$ cat src/rtl/pmu_pkg.sv
// Shared constants for the performance monitor: control-word bit positions,
// counter indices and register addresses. Positions are fixed by software.
package pmu_pkg;
    localparam int CTL_RUN     = 0;
    localparam int CTL_EVCLR   = 1;
    localparam int CTL_CYCLR   = 2;
    localparam int CTL_DIV     = 3;
    localparam int CTL_IE_LO   = 4;
    localparam int CTL_FLAG_LO = 8;
    localparam int CTL_SEL0_LO = 12;
    localparam int CTL_SEL1_LO = 20;
    localparam int SEL_W       = 8;
    localparam int NUM_CNT     = 3;   // index 0,1 = event counters, 2 = cycle counter
    localparam int IDX_CYC     = 2;

    typedef enum logic [1:0] {
        REG_CTRL = 2'd0,
        REG_CYC  = 2'd1,
        REG_EV0  = 2'd2,
        REG_EV1  = 2'd3
    } reg_addr_e;
endpackage

$ cat src/rtl/pmu_counter.sv
// Loadable wrapping counter. Priority: load, then clear, then increment.
// Assumes load and clear are single-cycle strobes. wrap pulses when an
// increment takes the all-ones value to zero.
module pmu_counter #(
    parameter int W = 32
) (
    input  logic         clk,
    input  logic         rst_n,
    input  logic         load,
    input  logic [W-1:0] load_val,
    input  logic         clr,
    input  logic         inc,
    output logic [W-1:0] count,
    output logic         wrap
);
    // Wrap only when the increment actually applies.
    assign wrap = inc && !load && !clr && (&count);

    // Counter state update with fixed priority.
    always_ff @(posedge clk) begin
        if (!rst_n)     count <= '0;
        else if (load)  count <= load_val;
        else if (clr)   count <= '0;
        else if (inc)   count <= count + 1'b1;
    end
endmodule

$ cat src/rtl/pmu_prescaler.sv
// Divide-by-RATIO tick generator for the cycle counter. It advances only
// while adv is high and restarts its phase on clr.
module pmu_prescaler #(
    parameter int RATIO = 64
) (
    input  logic clk,
    input  logic rst_n,
    input  logic adv,
    input  logic clr,
    output logic tick
);
    localparam int PW = (RATIO > 1) ? $clog2(RATIO) : 1;
    localparam logic [PW-1:0] LAST = PW'(RATIO - 1);

    logic [PW-1:0] phase_q;

    // Tick on the last phase of an advancing cycle.
    assign tick = adv && (phase_q == LAST);

    // Phase counter.
    always_ff @(posedge clk) begin
        if (!rst_n)    phase_q <= '0;
        else if (clr)  phase_q <= '0;
        else if (adv)  phase_q <= tick ? '0 : phase_q + 1'b1;
    end
endmodule

$ cat src/rtl/pmu_ctrl_reg.sv
// Control word: run, divide, interrupt enables, event selectors, sticky
// overflow flags (write-one-to-clear, new overflow wins) and the two
// write-one reset strobes. Reserved bits are never stored.
module pmu_ctrl_reg
    import pmu_pkg::*;
(
    input  logic                          clk,
    input  logic                          rst_n,
    input  logic                          wr_en,
    input  logic [31:0]                   wr_data,
    input  logic [NUM_CNT-1:0]            wrap,
    output logic                          run,
    output logic                          div,
    output logic [NUM_CNT-1:0]            ie,
    output logic [NUM_CNT-1:0]            flag,
    output logic [1:0][SEL_W-1:0]         sel,
    output logic                          evt_clr,
    output logic                          cyc_clr,
    output logic [31:0]                   ctrl_rd
);
    logic [NUM_CNT-1:0] w1c;
    logic               unused_rsvd;

    assign unused_rsvd = ^{wr_data[7], wr_data[11], wr_data[31:28]};
    assign evt_clr = wr_en && wr_data[CTL_EVCLR];
    assign cyc_clr = wr_en && wr_data[CTL_CYCLR];
    assign w1c     = wr_en ? wr_data[CTL_FLAG_LO +: NUM_CNT] : '0;

    // Plain configuration fields.
    always_ff @(posedge clk) begin
        if (!rst_n) begin
            run <= 1'b0;
            div <= 1'b0;
            ie  <= '0;
            sel <= {2{{SEL_W{1'b1}}}};
        end else if (wr_en) begin
            run    <= wr_data[CTL_RUN];
            div    <= wr_data[CTL_DIV];
            ie     <= wr_data[CTL_IE_LO +: NUM_CNT];
            sel[0] <= wr_data[CTL_SEL0_LO +: SEL_W];
            sel[1] <= wr_data[CTL_SEL1_LO +: SEL_W];
        end
    end

    // Sticky flags: a same-cycle overflow beats the clear.
    always_ff @(posedge clk) begin
        if (!rst_n) flag <= '0;
        else        flag <= (flag & ~w1c) | wrap;
    end

    // Read view with reserved and strobe bits at zero.
    always_comb begin
        ctrl_rd                             = '0;
        ctrl_rd[CTL_RUN]                    = run;
        ctrl_rd[CTL_DIV]                    = div;
        ctrl_rd[CTL_IE_LO +: NUM_CNT]       = ie;
        ctrl_rd[CTL_FLAG_LO +: NUM_CNT]     = flag;
        ctrl_rd[CTL_SEL0_LO +: SEL_W]       = sel[0];
        ctrl_rd[CTL_SEL1_LO +: SEL_W]       = sel[1];
    end
endmodule

$ cat src/rtl/evt_perf_monitor.sv
// Performance monitor top: two selectable event counters and a cycle
// counter behind a single-cycle register port, with one level interrupt.
// Assumes evt_i pulses are synchronous to clk.
module evt_perf_monitor
    import pmu_pkg::*;
#(
    parameter int CNT_W     = 32,
    parameter int NUM_EVT   = 16,
    parameter int DIV_RATIO = 64
) (
    input  logic               clk,
    input  logic               rst_n,
    input  logic               bus_we,
    input  logic [1:0]         bus_addr,
    input  logic [31:0]        bus_wdata,
    output logic [31:0]        bus_rdata,
    input  logic [NUM_EVT-1:0] evt_i,
    output logic               irq_o
);
    localparam int EVT_IDX_W = (NUM_EVT > 1) ? $clog2(NUM_EVT) : 1;

    logic                    run_w, div_w, evt_clr_w, cyc_clr_w, tick_w;
    logic [NUM_CNT-1:0]      ie_w, flag_w, wrap_w, inc_w;
    logic [1:0][SEL_W-1:0]   sel_w;
    logic [31:0]             ctrl_rd_w;
    logic [CNT_W-1:0]        cnt_w [NUM_CNT];

    pmu_ctrl_reg u_ctrl (
        .clk(clk), .rst_n(rst_n),
        .wr_en(bus_we && (bus_addr == REG_CTRL)), .wr_data(bus_wdata),
        .wrap(wrap_w), .run(run_w), .div(div_w), .ie(ie_w), .flag(flag_w),
        .sel(sel_w), .evt_clr(evt_clr_w), .cyc_clr(cyc_clr_w), .ctrl_rd(ctrl_rd_w)
    );

    // Two event counters, each steered by its own selector.
    for (genvar i = 0; i < 2; i++) begin : g_evt
        localparam logic [1:0] MY_ADDR = 2'(int'(REG_EV0) + i);
        assign inc_w[i] = run_w && (sel_w[i] < SEL_W'(NUM_EVT))
                          && evt_i[sel_w[i][EVT_IDX_W-1:0]];
        pmu_counter #(.W(CNT_W)) u_cnt (
            .clk(clk), .rst_n(rst_n),
            .load(bus_we && (bus_addr == MY_ADDR)), .load_val(bus_wdata[CNT_W-1:0]),
            .clr(evt_clr_w), .inc(inc_w[i]), .count(cnt_w[i]), .wrap(wrap_w[i])
        );
    end

    pmu_prescaler #(.RATIO(DIV_RATIO)) u_pre (
        .clk(clk), .rst_n(rst_n), .adv(run_w && div_w), .clr(cyc_clr_w), .tick(tick_w)
    );

    assign inc_w[IDX_CYC] = run_w && (!div_w || tick_w);

    pmu_counter #(.W(CNT_W)) u_cyc (
        .clk(clk), .rst_n(rst_n),
        .load(bus_we && (bus_addr == REG_CYC)), .load_val(bus_wdata[CNT_W-1:0]),
        .clr(cyc_clr_w), .inc(inc_w[IDX_CYC]), .count(cnt_w[IDX_CYC]), .wrap(wrap_w[IDX_CYC])
    );

    // Register read multiplexer.
    always_comb begin
        unique case (bus_addr)
            REG_CTRL: bus_rdata = ctrl_rd_w;
            REG_CYC:  bus_rdata = 32'(cnt_w[IDX_CYC]);
            REG_EV0:  bus_rdata = 32'(cnt_w[0]);
            default:  bus_rdata = 32'(cnt_w[1]);
        endcase
    end

    assign irq_o = |(flag_w & ie_w);
endmodule

$ cat config.mk
export PLATFORM = sky130hd
export DESIGN_NAME = evt_perf_monitor
export DESIGN_NICKNAME = d
export VERILOG_FILES = /design/src/rtl/pmu_pkg.sv /design/src/rtl/pmu_counter.sv /design/src/rtl/pmu_prescaler.sv /design/src/rtl/pmu_ctrl_reg.sv /design/src/rtl/evt_perf_monitor.sv
export SDC_FILE = /design/constraint.sdc
export NUM_CORES = 1
export LEC_CHECK = 0
export BUFFER_PORTS_ARGS = -buffer_cell sky130_fd_sc_hd__buf_2
export CAP_MARGIN = 20
export CORE_MARGIN = 1
export CORE_UTILIZATION = 60
export DETAILED_ROUTE_END_ITERATION = 6
export GPL_ROUTABILITY_DRIVEN = 0
export MAX_ROUTING_LAYER = met4
export PLACE_DENSITY = 0.9
export SYNTH_ARGS = -nofsm -noshare
export SYNTH_HDL_FRONTEND = slang
export SYNTH_SLANG_ARGS = --single-unit
$ cat constraint.sdc
create_clock -name clk -period 3.2 [get_ports clk]
set_clock_uncertainty 0.05 [all_clocks]
set_input_delay 0.32 -clock clk [delete_from_list [all_inputs] [get_ports clk]]
set_output_delay 0.32 -clock clk [all_outputs]
set_load 0.02 [all_outputs]
==> reports/metrics.cfg, run 1 <==
[final_layout]
area.growth.synth_to_final_pct=14.3
layout-drive-gt1-share_pct=19.5
fin_cells=1306
finalCoreUtilization_pct=71.4
numnets_final=1173

[placement]
dp_hpwl_microns=20600
number_of_i_o_port_buffers=85
dpl.cell_count=1273
post-place-ws_ns=0.466

[outcome]
outcome=finished, violations left
violations=design-rule violations

[clock_tree]
cts_sinks=126
ctsLongestPathBuffers=2
tritoncts.num_buffers=17
clock_slew_at_reported_path_ffs_ns=0.06
root_cell_of_the_clock_tree=clkbuf_16
tritoncts=yes
cts_max_level=4
cts-hold-fix-buffers=0
clk-insertion-delay-late_ns=0.42
post_cts_buffers=0
cts-resized-gates=0

[yosys]
synthArstFlopShare_pct=0
dominant_combinational_cell_family_by_area_after_synthesis=compound AO/OA/AOI/OAI gates
synth-edff-count=0
syn-cell-area_sq_um=8410
netlist_instances=1056
post_synth.cell_area_avg_sq_um=7.96
yosys.area_share.simple_pct=25.9
yosysWarningCount=0
ys_types=81
yosys.area_share.xor_xnor_pct=1.04
yosys_most_used_dff=dfxtp_1
synth.mux.area_fraction_pct=9.20
synth_compound_gate_area_share_pct=29.1
post_synth_fa_ha_maj_area_fraction_pct=0.595
synth_seq_cells=126
synth.yosys.seq_area_share_pct=30.0
postSynthNetCount=1113

[floorplanning]
floorplan.io_pins=86
fp.dieH_microns=120
initial_util_pct=62.5
die-area_sq_um=14500
core_region_area_sq_um=13500
die_w_microns=120
num_rows=42

[drt]
antenna_violating_nets_post_route=0
avgRoutedWirePerCell_microns=22.9
met3_wirelength_microns=5080
post-route-drc-count=23
routed-via-count=9555
m1WireLength_microns=10800
routed_wirelength_microns=29800
topRoutingLayerUsed=met4
detailroute.wirelength.met2_microns=12500
routed_via_count_divided_by_cell_count=7.32
detailedRoute.firstIterationViolations=1822
first_pass_iteration_count_of_the_detailed_router=7

[timing]
relSlewSlack_pct=49.0
finalWorstSetupSlack_ns=0.386
timing_hold_violations_final=0
tns_ns=0
rsz0062_at_grt=no
max_freq_ghz=0.355
final_clock_period_utilization_by_the_worst_path_pct=87.9
tightestPinTransition_ns=0.757
timing_max_transition_violations_final=0
timing.final.crit_period_ns=2.81
setup_viol_count_final=0

[min_path]
min-delay-path-class=input port to flop

[power_and_ir_drop]
worst_ir_drop_vdd_uv=405
power-per-cell-area_nw_per_um2=433
p_leak_nw=3.65

[setup_path]
cp_slowest_cell=or4_1
path_cells=or3b_1 > or3_1 > or4_1 > a21oi_4 > nand2_1 > a32o_1
critPathMaxFanout=9
longest_individual_stage_delay_on_the_worst_path_ns=0.81
setup.reg_to_reg.worst_slack_ns=0.39
critical_path.endpoint_type=flop
cp.arrival_ns=3.08
critPathRequiredTime_ns=3.47
cp-start-kind=flop
timing.setup.critical_path_class=flop to flop

[global_route]
pin_count_of_the_biggest_net_entering_global_routing=51
grt_antenna_before_repair=2
globalRoute.totalOverflow=0
global_route_wire_length_before_repair_microns=46300
globalRouteTotalUtil_pct=42.5
grt_pass1_vias=8467

[flow_run]
cap_violations=0

-- path summary, 6_finish.rpt --
check / start / to / depth (start not counted)
setup reg to reg: u_ctrl.ctrl_rd[27] / g_evt[1].u_cnt.count[27] / 6
setup / recovery: u_ctrl.ctrl_rd[27] / g_evt[1].u_cnt.count[27] / 6
hold reg to reg: u_pre.phase_q[1] / u_pre.phase_q[1] / 2
hold / removal: bus_wdata[0] / g_evt[1].u_cnt.count[0] / 3
-- stage by stage --
| step | hold slack [ns] | instance area, sq um | power, mW |
|---|---|---|---|
| 3_5_place_dp | 0.422 | 9010 | 2.18 |
| 5_1_grt | 0.140 | 9610 | 4.25 |
| 6_report | 0.152 | 9610 | 4.17 |
| 3_3_place_gp | 0.407 | 9010 | 2.17 |
| 4_1_cts | 0.135 | 9610 | 4.12 |
| 2_1_floorplan | 0.391 | 8410 | 1.99 |
-- metal layers --
layer / GRT usage, % / vias up
met5: - / -
met4: 20.2 / 0
met3: 14.2 / 168
met2: 59.9 / 836
met1: 54.7 / 4367
li1: - / 4184
-- cells in the final DEF, fill, tap and decap left out, drive strengths merged, types with 10 or more instances in the layout --
cell type,n
o21ai,40
nor2b,10
o31ai,11
nand4,20
a22o,16
a211oi,26
inv,12
a31oi,26
buf,117
nor4,10
o221a,11
nor3,36
dfxtp,126
and3,34
nand2,181
a21oi,98
mux4,27
clkbuf,24
a22oi,11
nor2,49
nand3,57
and2,14
-- worst max-delay path, delay by kind of cell (launching register included) --
| family | cells | cell delay, ns |
|---|---|---|
| flops | 1 | 0.32 |
| simple gates | 4 | 1.61 |
| compound gates | 2 | 0.71 |
-- flip-flops by register name (all words and copies together), names as in the netlist --
name               flops
u_ctrl.ie              3
g_evt.u_cnt.count     64
u_ctrl.ctrl_rd        16
u_ctrl.run             1
u_ctrl.div             1
u_pre.phase_q          6
u_cyc.count           32
u_ctrl.flag            3
-- cells by family (layout without fill, tap and decap cells) --
kind of cell,after synthesis,after routing
mux,42,42
flops,126,126
fa+ha+maj,4,4
simple gates,446,446
other cells,0,2
buf+inv,88,160
xor+xnor,10,10
compound gates,340,340
-- cell type report --
type | count | area, sq um
clock inverters | 7 | 110
well taps | 176 | 220
flip-flops and latches | 126 | 2520
diodes | 2 | 5.00
repair buffers | 117 | 691
multi-input cells | 842 | 5540
inverters | 12 | 45.0
fillers | 1017 | 3840
clock buffers | 24 | 482
-- where the power goes --
group          switching, mW  internal, mW  leakage [nW]
logic                  0.329         0.188          2.33
clock network          0.712          1.28         0.294
registers             0.0558          1.60          1.02
-- cells in the mapped netlist, drive strengths merged (5+ instances only) --
master	instances	area, sq um
a22o	16	140
and2	14	87.6
buf	16	87.6
or4	5	37.5
xnor2	7	61.3
nand2b	8	50.1
or3	7	43.8
nand4	20	131
nand2	181	682
a21o	8	60.1
clkbuf	60	225
mux4	27	612
a32o	9	90.1
a31oi	26	178
a21oi	98	513
o31ai	11	82.6
a221oi	9	85.1
inv	12	45.0
a31o	9	78.8
and4	7	61.3
o221a	11	124
o211a	5	50.1
nor4	10	83.8
nor2b	10	62.6
o311ai	7	61.3
nor3	36	180
mux2i	6	60.1
a41oi	6	52.6
o21a	5	37.5
a22oi	11	92.6
nand3	57	298
and3	34	213
dfxtp	126	2520
a211oi	26	210
o21ai	40	200
nor2	49	184
mux2	9	101
No activity file was read; power rests on OpenSTA's default activity.
==> inputs of run 2 (changes only) <==
SYNTH_HIERARCHICAL = 1   (was default)
==> reports/metrics.cfg, run 2 <==
[power_and_ir_drop]
internal_power_contribution_mw=2.91  ; -5.1%
power.net_switching_mw=1.05  ; -4.0%
post-layout-total-power_mw=3.97  ; -4.8%
power-per-cell-area_nw_per_um2=438  ; +0.99%
worst_ir_drop_vdd_uv=358  ; -12%
p_sw_share_pct=26.5  ; +0.21 points
comb_power_share_pct=12.1  ; -0.3 points
p_leak_nw=3.18  ; -13%
pwr-share-clk_pct=45.4  ; -2.4 points
power_frac_seq_pct=42.5  ; +2.7 points

[final_layout]
insertedDiodeCount=0  ; -2
largest-register=g_evt.u_cnt/count
largest_reg_flops=64  ; unchanged
leading_cell_type_in_the_layout_fill_and_taps_excluded=nand2_1
fin_cells=1199  ; -8.2%
numnets_final=1068  ; -9.0%
mostFrequentLayoutCells=nand2_1, dfxtp_1, buf_2, o21ai_0, a21oi_1
layout-drive-gt1-share_pct=17.6  ; -1.9 points
area.growth.synth_to_final_pct=10.4
nFillCells=968  ; -4.8%

[timing]
final_clock_period_utilization_by_the_worst_path_pct=95.1  ; +7.2 points
timing.final.crit_period_ns=3.04  ; +0.229 ns
timing_max_transition_violations_final=0  ; unchanged
rsz0062_at_grt=no
hold-worst-slack_ns=0.135  ; -0.0165 ns
tns_ns=0  ; unchanged
relSlewSlack_pct=58.5  ; +9.5 points
tightestPinTransition_ns=0.623  ; -0.134 ns
max_freq_ghz=0.329  ; -7.5%
timing_hold_violations_final=0  ; unchanged
setup_viol_count_final=0  ; unchanged
finalWorstSetupSlack_ns=0.157  ; -0.229 ns

[yosys]
synthArstFlopShare_pct=0  ; unchanged
yosysTopAreaCellShare_pct=30.7  ; +0.73 points
yosysWarningCount=6  ; +6
post_synth.cell_area_avg_sq_um=8.47  ; +6.4%
synth-edff-count=0  ; unchanged
synth.yosys.seq_area_share_pct=30.7  ; +0.73 points
syn-cell-area_sq_um=8210  ; -2.4%
synth_seq_cells=126  ; unchanged
netlist.top_cell.by_area=dfxtp_1
yosys_most_used_dff=dfxtp_1
synth.cells.most_frequent=nand2_1, dfxtp_1, o21ai_0, a21oi_1, nor2_1
synth.area.top_cells=dfxtp_1, mux4_2, nand2_1, xnor2_1, o21ai_0
netlist_instances=969  ; -8.2%
synth_most_common_cell=nand2_1
ys_types=50  ; -38%

[min_path]
hold-path-cell-count=3  ; unchanged
min-delay-path-class=input port to flop

[setup_path]
critical_path.endpoint_type=flop
cp-start-kind=flop
startpoint=u_ctrl/ctrl_rd[22]
rr_worst_depth=9  ; +3
critPathMaxFanout=14  ; +5
setup.worst_path.end=u_ctrl/flag[1]
cp.arrival_ns=3.34  ; +0.26 ns
critPathRequiredTime_ns=3.50  ; +0.03 ns
setup.reg_to_reg.worst_slack_ns=0.16  ; -0.23 ns
rr_endpoint=u_ctrl/flag[1]
crit-reg2reg-launch=u_ctrl/ctrl_rd[22]
timing.setup.critical_path_class=flop to flop

[global_route]
grt_pass1_vias=7748  ; -8.5%
grt_antenna_before_repair=0  ; -2
pin_count_of_the_biggest_net_entering_global_routing=41  ; -20%
globalRoute.totalOverflow=0  ; unchanged
global_route_wire_length_before_repair_microns=41700  ; -9.9%
globalRouteTotalUtil_pct=39.5  ; -3.1 points

[placement]
dpl.cell_count=1168  ; -8.2%
dp_hpwl_microns=19500  ; -5.4%
post-place-ws_ns=0.369  ; -0.0977 ns
number_of_i_o_port_buffers=85  ; unchanged

[drt]
routed-via-count=8522  ; -11%
first_pass_iteration_count_of_the_detailed_router=6  ; -1
routed_wirelength_microns=27000  ; -9.6%
avgRoutedWirePerCell_microns=22.5  ; -1.5%
detailedRoute.firstIterationViolations=1822  ; unchanged
antenna_violating_nets_post_route=0  ; unchanged
post-route-drc-count=0  ; -100%
routed_via_count_divided_by_cell_count=7.11  ; -2.9%

[floorplanning]
core_region_area_sq_um=13300  ; -1.2%
floorplan.io_pins=86  ; unchanged
die-area_sq_um=14200  ; -2.3%
num_rows=42  ; unchanged
fp.dieH_microns=119  ; -1.2%
die_w_microns=119  ; -1.2%
initial_util_pct=61.8  ; -0.76 points

[clock_tree]
tritoncts.num_buffers=17  ; unchanged
clock_slew_at_reported_path_ffs_ns=0.06  ; about the same
tritoncts=yes
root_cell_of_the_clock_tree=clkbuf_16
cts_max_level=4  ; unchanged
post_cts_buffers=0  ; unchanged
ctsLongestPathBuffers=2  ; unchanged
cts_sinks=126  ; unchanged
clk-insertion-delay-late_ns=0.43  ; about the same
cts-resized-gates=0  ; unchanged
cts-hold-fix-buffers=0  ; unchanged

[outcome]
outcome=completed

[flow_run]
cap_violations=0  ; unchanged

-- run 2: cell count changes after synthesis, sizes merged, moves of 15 or more --
cell / previous run / this run
buf: 16 / 50
and3: 34 / 6
a21oi: 98 / 65
nor4: 10 / 29
clkbuf: 60 / 37
o21ai: 40 / 74
a211oi: 26 / 9
mux2i: 6 / 28
nand2: 181 / 153
xnor2: 7 / 39
nand3: 57 / 21
mux4: 27 / 42
-- run 2: logic make-up after synthesis --
group / count (synthesis) / share of synthesized area (%)
DFF: 126 / 30.7
other: 1 / 0.0457
xor gates and xnor gates: 45 / 4.80
muxes: 70 / 15.3
AOI/OAI and AO/OA: 232 / 17.2
adders and majority gates: 4 / 0.610
buffers and inverters: 104 / 6.95
and+or+nand+nor: 387 / 24.4
-- run 2: routing by layer --
metal  part of all wire, %  vias to the layer above  GRT usage [%]
met5                     0                        -              -
met4                   5.7                        0           19.9
met3                    14                      152           10.2
met2                    43                      777           58.0
met1                    37                     3918           50.2
li1                      -                     3675              -
-- run 2: cell type report --
type / count / area, sq um / share of cell area (%)
well taps: 176 / 220 / 2.43
inverters: 17 / 63.8 / 0.704
repair buffers: 103 / 561 / 6.19
clock buffers: 23 / 478 / 5.27
flip-flops and latches: 126 / 2520 / 27.8
clock inverters: 8 / 65.1 / 0.718
multi-input cells: 746 / 5150 / 56.8
-- run 2: stage by stage --
step                area [sq um]  util (%)
floorplan                   8240         -
global placement            8520      64.1
detailed placement          8520      64.1
CTS                         9060      68.2
global route                9060      68.2
finish                      9060      68.2
-- run 2: power groups by stage --
stage | Combinational (mW) | Clock [mW] | Sequential (mW)
floorplan | 0.318 | 0 | 1.69
global placement | 0.445 | 0 | 1.71
detailed placement | 0.454 | 0 | 1.71
CTS | 0.459 | 1.81 | 1.68
global route | 0.498 | 1.88 | 1.69
finish | 0.478 | 1.80 | 1.69
-- run 2: worst min path at each step --
stage / startpoint / slack, ns / end
after floorplan: bus_wdata[8] / 0.38 / u_ctrl/flag[0]
after global placement: u_pre/phase_q[5] / 0.42 / u_pre/phase_q[5]
after detailed placement: u_pre/phase_q[5] / 0.44 / u_pre/phase_q[5]
after CTS: bus_wdata[15] / 0.12 / g_evt[0].u_cnt/count[15]
after global routing: bus_wdata[27] / 0.14 / g_evt[0].u_cnt/count[27]
final: bus_wdata[15] / 0.14 / g_evt[0].u_cnt/count[15]
-- run 2: critical path: stages (launching register included) --
cell and delay [ns]:
dfxtp_1 0.47, mux4_1 0.28, mux4_2 0.24, and3_1 0.56, nand4_1 0.24, nor2_1 0.27, nand3_1 0.14, nor3_1 0.31
o21ai_0 0.19, a31oi_1 0.21
